`config.mk`:
```
export PLATFORM = sky130hd
export DESIGN_NAME = mem_split_port
export DESIGN_NICKNAME = d
export VERILOG_FILES = /design/src/rtl/msp_pkg.sv /design/src/rtl/msp_cmd_queue.sv /design/src/rtl/msp_store.sv /design/src/rtl/mem_split_port.sv
export SDC_FILE = /design/constraint.sdc
export NUM_CORES = 1
export LEC_CHECK = 0
export BUFFER_PORTS_ARGS = -buffer_cell sky130_fd_sc_hd__buf_2
export CAP_MARGIN = 20
export CORE_ASPECT_RATIO = 2
export CORE_MARGIN = 5
export CORE_UTILIZATION = 35
export CTS_BUF_LIST = sky130_fd_sc_hd__clkbuf_8
export CTS_CLUSTER_SIZE = 25
export DETAILED_ROUTE_END_ITERATION = 10
export RECOVER_POWER = 100
export SETUP_SLACK_MARGIN = 0.05
export SYNTH_ARGS = -nofsm -noshare
export SYNTH_HDL_FRONTEND = slang
export SYNTH_SLANG_ARGS = --single-unit
```
`constraint.sdc`:
```
create_clock -name clk -period 4.1 [get_ports clk]
set_input_delay 0.205 -clock clk [delete_from_list [all_inputs] [get_ports clk]]
set_output_delay 0.205 -clock clk [all_outputs]
set_load 0.02 [all_outputs]
```
`src/rtl/msp_pkg.sv`:
```
package msp_pkg;

  typedef enum logic {
    OP_READ  = 1'b0,
    OP_WRITE = 1'b1
  } msp_op_e;

  // advance a ring index, wrapping at depth
  function automatic int ring_step(input int idx, input int depth);
    return (idx == depth - 1) ? 0 : idx + 1;
  endfunction

endpackage

```
`src/rtl/msp_cmd_queue.sv`:
```
module msp_cmd_queue
  import msp_pkg::*;
#(
  parameter int ENTRY_W = 23,
  parameter int DEPTH   = 4,
  parameter int CNT_W   = $clog2(DEPTH + 1)
) (
  input  logic               clk,
  input  logic               rst,
  input  logic               push,
  input  logic [ENTRY_W-1:0] push_entry,
  input  logic               pop,
  output logic [ENTRY_W-1:0] pop_entry,
  output logic               full,
  output logic               empty,
  output logic [CNT_W-1:0]   count
);

  localparam int PTR_W = (DEPTH > 1) ? $clog2(DEPTH) : 1;

  logic [ENTRY_W-1:0] slots [DEPTH];
  logic [PTR_W-1:0]   wr_ptr;
  logic [PTR_W-1:0]   rd_ptr;
  logic [CNT_W-1:0]   fill;

  always_ff @(posedge clk) begin
    if (push) begin
      slots[wr_ptr] <= push_entry;
    end
  end

  always_ff @(posedge clk) begin
    if (rst) begin
      wr_ptr <= '0;
      rd_ptr <= '0;
      fill   <= '0;
    end else begin
      if (push) begin
        wr_ptr <= PTR_W'(ring_step(int'(wr_ptr), DEPTH));
      end
      if (pop) begin
        rd_ptr <= PTR_W'(ring_step(int'(rd_ptr), DEPTH));
      end
      case ({push, pop})
        2'b10:   fill <= fill + CNT_W'(1);
        2'b01:   fill <= fill - CNT_W'(1);
        default: fill <= fill;
      endcase
    end
  end

  assign pop_entry = slots[rd_ptr];
  assign full      = (fill == CNT_W'(DEPTH));
  assign empty     = (fill == '0);
  assign count     = fill;

endmodule

```
`src/rtl/msp_store.sv`:
```
module msp_store
  import msp_pkg::*;
#(
  parameter int ADDR_W = 6,
  parameter int DATA_W = 16
) (
  input  logic              clk,
  input  logic              rst,
  input  logic              fire,
  input  msp_op_e           op,
  input  logic [ADDR_W-1:0] addr,
  input  logic [DATA_W-1:0] wdata,
  output logic [DATA_W-1:0] rdata,
  output logic              rvalid
);

  localparam int WORDS = 2 ** ADDR_W;

  logic [DATA_W-1:0] words [WORDS];

  // single-port word array with a synchronous read
  always_ff @(posedge clk) begin
    if (fire && op == OP_WRITE) begin
      words[addr] <= wdata;
    end
  end

  always_ff @(posedge clk) begin
    if (fire && op == OP_READ) begin
      rdata <= words[addr];
    end
  end

  always_ff @(posedge clk) begin
    if (rst) begin
      rvalid <= 1'b0;
    end else begin
      rvalid <= fire && (op == OP_READ);
    end
  end

endmodule

```
`src/rtl/mem_split_port.sv`:
```
module mem_split_port
  import msp_pkg::*;
#(
  parameter int ADDR_W      = 6,
  parameter int DATA_W      = 16,
  parameter int QUEUE_DEPTH = 4
) (
  input  logic              clk,
  input  logic              rst,
  input  logic [ADDR_W-1:0] cmd_addr,
  input  logic [DATA_W-1:0] cmd_wdata,
  input  logic              cmd_rd,
  input  logic              cmd_wr,
  input  logic              stall,
  output logic              wait_req,
  output logic [DATA_W-1:0] rd_data,
  output logic              rd_valid
);

  localparam int ENTRY_W = 1 + ADDR_W + DATA_W;
  localparam int CNT_W   = $clog2(QUEUE_DEPTH + 1);

  logic               q_push;
  logic               q_pop;
  logic               q_full;
  logic               q_empty;
  logic [CNT_W-1:0]   q_count;
  logic [ENTRY_W-1:0] push_entry;
  logic [ENTRY_W-1:0] head_entry;
  logic               pop_is_wr;
  msp_op_e            head_op;
  logic [ADDR_W-1:0]  head_addr;
  logic [DATA_W-1:0]  head_wdata;

  // front end: accept when a strobe is up and the queue has room
  assign q_push     = (cmd_rd || cmd_wr) && !q_full;
  assign push_entry = {cmd_wr, cmd_addr, cmd_wdata};
  assign wait_req   = q_full;

  msp_cmd_queue #(
    .ENTRY_W (ENTRY_W),
    .DEPTH   (QUEUE_DEPTH),
    .CNT_W   (CNT_W)
  ) u_queue (
    .clk        (clk),
    .rst        (rst),
    .push       (q_push),
    .push_entry (push_entry),
    .pop        (q_pop),
    .pop_entry  (head_entry),
    .full       (q_full),
    .empty      (q_empty),
    .count      (q_count)
  );

  // backend: one entry per cycle unless frozen
  assign q_pop      = !q_empty && !stall;
  assign pop_is_wr  = head_entry[ENTRY_W-1];
  assign head_op    = pop_is_wr ? OP_WRITE : OP_READ;
  assign head_addr  = head_entry[ENTRY_W-2 -: ADDR_W];
  assign head_wdata = head_entry[DATA_W-1:0];

  msp_store #(
    .ADDR_W (ADDR_W),
    .DATA_W (DATA_W)
  ) u_store (
    .clk    (clk),
    .rst    (rst),
    .fire   (q_pop),
    .op     (head_op),
    .addr   (head_addr),
    .wdata  (head_wdata),
    .rdata  (rd_data),
    .rvalid (rd_valid)
  );

endmodule

```
# == Word-level counts from Yosys, hierarchy flattened ==
# Memories as Yosys holds them, arrays and structs flattened. A register that Yosys moved wholly into a read port is not among the register bits.
# Index checks and enable logic that the tools add are counted.
# classes
n_addsub,4
eq_ne,5
mux,10
bitwise_logic,1
n_reduce_logical,10
# ops
operator,count
2-to-1 mux 2 bit,4
"== test 2 x 1 -> 1 bit, second input constant",3
case mux 3 bit (2 select lines),1
2-to-1 mux 1 bit,5
"adder 2 x 1 -> 2 bit, second input constant",2
logical AND 1 bit,4
"adder 3 x 1 -> 3 bit, second input constant",1
"== test 3 bit, second input constant",1
zero test 1 bit,3
zero test 3 bit,1
"subtractor 3 x 1 -> 3 bit, second input constant",1
"== test 2 bit, second input constant",1
nonzero test 2 bit,1
logical OR 1 bit,1
inverter 1 bit,1
# word_totals
regBits,8
ramBits,1116
wordCells,36
mem_count,2
# memory_table
name,depth,word_bits,read_ports,rd_ports_with_merged_regs,wr,line_no,source
u_store.words,64,16,1,1,1,msp_store.sv:19,logic [DATA_W-1:0] words [WORDS];
u_queue.slots,4,23,1,1,1,msp_cmd_queue.sv:21,logic [ENTRY_W-1:0] slots [DEPTH];

# == Logic depth before layout (Yosys ltp) ==
# depth
ltp_word,6
ltp_mapped,12

# == Cells and area by module ==
# Synthesis repeated with hierarchy kept, for this count alone.
# hier_totals
hier_cells,2374
hier_area_um2,43511.7
# modules_own_cells
module,instances,cells_per_inst,area_per_inst_um2
msp_store,1,2204,39696.8
msp_cmd_queue,1,168,3801.1
mem_split_port,1,2,13.8

# == Worst setup path before layout ==
# Ideal clock, no wire load.
# synth_path
path_kind,register to register
start,register (tool-made name)
end,memory u_store.words[26][0] (enable)
setup_ns,0.409
arrival_time_ns,3.170
slack_ns,0.520
path_stages_with_launch,9
n_path_buf,6
synth_period_minus_slack_ns,3.580
path_cell_list,dfxtp_1 -> buf_6 -> mux4_2 -> buf_2 -> buf_2 -> buf_2 -> buf_2 -> clkbuf_1 -> nor3_1
# synth_lines
item,line_no
end: declaration,msp_store.sv:19

==> flow_metrics.env <==
export IMPL_finalClockSkew_ns=0.0436
export IMPL_yosysSeqAreaShare=0.793
export IMPL_tritoncts="built"
export IMPL_ys_ff_latch=1142
export IMPL_numCtsBuffers=150
export IMPL_io_pins=45
export IMPL_syn_num_nets=2447
export IMPL_port_buffer_count=44
export IMPL_relSlewSlack=-0.471
export IMPL_grt_pass1_wl_mm=192
export IMPL_ys_flop_type="edfxtp_1"
export IMPL_path_clk_slew_ns=0.07
export IMPL_grt_total_usage=0.204
export IMPL_die_area_sq_mm=0.131
export IMPL_num_vias=25300
export IMPL_drc=0
export IMPL_fin_ws_ns=0.0514
export IMPL_switching_share=0.370
export IMPL_cts_htree_levels=4
export IMPL_nFillCells=11000
export IMPL_max_vdd_ir_drop_v=0.000352
export IMPL_synthTopCellsByArea="edfxtp_1 79%, a221oi_1 3.3%, a22oi_1 2.0%"
export IMPL_power_density_mw_per_mm2=707
export IMPL_cpPeakStageDelay_ns=0.76
export IMPL_maxCapViolCount=8
export IMPL_seqPwrFrac=0.428
export IMPL_ys_warn_count=0
export IMPL_critPathKind="reg -> reg"
export IMPL_syn_to_final_growth_pct=14.7
export IMPL_start_kind="register"
export IMPL_tightestPinTransition_ns=2.21
export IMPL_initial_utilization=0.351
export IMPL_antenna_found_initial=2
export IMPL_final_antenna_net_count=0
export IMPL_critPathArrivalTime_ns=4.50
export IMPL_cp_slowest_cell="mux4_4"
export IMPL_fin_setup_tns_ns=0
export IMPL_path_buf_inv=3
export IMPL_fin_crit_sh=0.987
export IMPL_crit_fanout=31
export IMPL_place_gp_congestion=0.921
export IMPL_violations="max-capacitance violations, max-slew violations"
export IMPL_hold_viol=0
export IMPL_die_h_um=506
export IMPL_first_global_vias=26200
export IMPL_min_period_ns=4.05
export IMPL_synth_top_cell_by_area="edfxtp_1"
export IMPL_viasPerCell=5.75
export IMPL_required_ns=4.56
export IMPL_crit_chain="mux4_4 > buf_8 > nand2b_1 > nor2_1 > clkbuf_2 > nand2_1 > nor2_1 > buf_2"
export IMPL_first_pass_iters=6
export IMPL_wl_per_cell_um=31.1
export IMPL_hp_class="in -> reg"
export IMPL_cts_root_buffer="clkbuf_8"
export IMPL_synth_area_per_cell_sq_um=17.9
export IMPL_synthCells=2413
export IMPL_clock_sinks=1142
export IMPL_core_sq_mm=0.123
export IMPL_async_flop_share=0
export IMPL_ys_types=53
export IMPL_status="complete, but fails checks"
export IMPL_p_clk_frac=0.230
export IMPL_p_leak_nw=15.6
export IMPL_die_x_um=258
export IMPL_layout_nets=2769
export IMPL_syn_area_sq_mm=0.0431
export IMPL_worstSkewPairLatency_ns=0.85
export IMPL_drive_gt1_frac=0.180
export IMPL_drt_initial_drc_count=2635
export IMPL_grt_max_degree=65
export IMPL_rsz0062_at_grt="false"
export IMPL_end_kind="register"
export IMPL_totalWireLength_mm=137
export IMPL_finalSetupViolCount=0
export IMPL_rows=182
export IMPL_synth_top_area_share=0.788
export IMPL_drv_slew=389
export IMPL_internal_power_mw=22.0
export IMPL_hpwlAfterDp_mm=90.9
export IMPL_synth_edf_count=1132
export IMPL_crit_family="buffers and inverters"
export IMPL_cp_common_cell="nor2_1"
export IMPL_clk_path_buf_depth=3
export IMPL_net_switching_power_mw=12.9
export IMPL_power_mw=35.0
export IMPL_pwr_share_comb=0.342
export IMPL_dp_slack_ns=0.0546
export IMPL_fmax_ghz=0.247
export IMPL_grt_overflow_total=0
-- flip-flops by register name, indices dropped and copies added, names as in the netlist, named ones only --
signal          count
u_queue.rd_ptr      2
u_store.words    1024
u_store.rvalid      1
u_queue.slots      92
u_queue.wr_ptr      2
u_store.rdata      16
u_queue.count       3
-- layer usage --
| metal | part of all wire | global-route usage |
|---|---|---|
| met1 | 0.33 | 0.216 |
| met2 | 0.52 | 0.358 |
| met3 | 0.057 | 0.0300 |
| met4 | 0.096 | 0.164 |
| met5 | 0.000095 | 0 |
-- final timing paths --
path	start	endpoint	slack (ns)	cells after the start
max	register	u_store.words[61][11]	0.05	8
min	cmd_wdata[6]	u_queue.slots[3][6]	0.21	2
max reg2reg	register	u_store.words[61][11]	0.05	8
min reg2reg	u_queue.count[1]	u_queue.count[1]	0.55	2
-- final cells by class --
cell class                 instances  area [sq um]  share of cell area
sequential                      1142         34200               0.691
multi-input combinational       1108          8290               0.168
timing repair buffer             327          2250              0.0456
clock buffer                     150          2060              0.0417
tap                             1564          1960              0.0396
clock inverter                   106           682              0.0138
inverter                           6          22.5            0.000455
antenna                            1          2.50           0.0000506
-- through the flow --
step	hold WS [ns]	util	cell area, sq um	instances
after global routing	0.206	0.403	49500	4404
final	0.211	0.403	49500	4404
after global placement	0.418	0.383	47000	4119
after floorplan	0.283	-	43100	2413
after detailed placement	0.430	0.383	47000	4119
after CTS	0.0788	0.408	50000	4402
-- cell usage after synthesis, types with 4 or more instances --
master and n:
or3_1 6, o2bb2ai_1 8, a32oi_1 4, a222oi_1 5, o21ai_0 39, mux4_2 35, o22a_1 10, nand3_1 10
a21oi_1 79, o221ai_1 17, nand2b_1 4, clkbuf_1 79, nand4_1 10, inv_1 6, mux2_1 9, mux2_2 64
a2111oi_0 11, a22oi_1 113, ha_1 6, nor2_1 158, o22ai_1 9, a221oi_1 162, a22o_1 38, nand2_1 110
or4_1 10, buf_1 17, o21ai_1 5, nor3_1 13, a221o_1 13, a31oi_1 35, buf_2 56, and2_1 9
edfxtp_1 1132, dfxtp_1 10, mux2i_1 67, o211ai_1 18, nor2b_1 7
-- cells by family (layout without fill, tap and decap cells) --
group,after synthesis,in the layout,synth area share
other,0,1,0
multiplexers,175,175,0.0529
XOR/XNOR,2,2,0.000406
flip-flops,1142,1142,0.793
buffers and inverters,163,589,0.0165
adder cells (fa/ha/maj),7,7,0.00220
AO/OA/AOI/OAI,576,576,0.100
AND/OR/NAND/NOR,348,348,0.0348
-- cells in the final DEF (no fill, tap or decap), drive strengths merged, types with 10 or more instances in the layout --
cell         count
a31oi           35
nand4           10
nor3            14
a2111oi         11
edfxtp        1132
a221o           13
clkinv          51
clkbuf         293
a21oi           79
nand3           10
dfxtp           10
inv             52
mux2i           67
o211ai          18
or4             10
a221oi         162
o21ai           44
a22o            38
mux2            73
a22oi          113
o221ai          17
o22a            10
nand2          110
dlygate4sd3     27
nor2           158
buf            157
mux4            35
-- repair_timing --
item,CTS,global route
endpoints found under the hold margin,118,0
setup buffers,0,0
hold buffers,27,0
gates resized for setup,0,1
setup endpoints to repair,0,1
-- worst reg2reg max path: cells and delay by family (launching register included) --
| kind | cells | cell delay [ns] |
|---|---|---|
| mux | 1 | 0.76 |
| flops | 1 | 0.38 |
| simple gates | 4 | 1.29 |
| buf+inv | 3 | 1.26 |
-- power groups by stage --
stage / Clock (mW) / Combinational [mW] / Sequential (mW)
2_1_floorplan: 0 / 5.74 / 15.1
3_3_place_gp: 0 / 11.9 / 15.1
3_5_place_dp: 0 / 12.1 / 15.1
4_1_cts: 8.20 / 12.1 / 14.9
5_1_grt: 8.69 / 12.3 / 15.0
6_report: 8.04 / 12.0 / 15.0
Note: power is estimated with default switching activity, not from simulation.
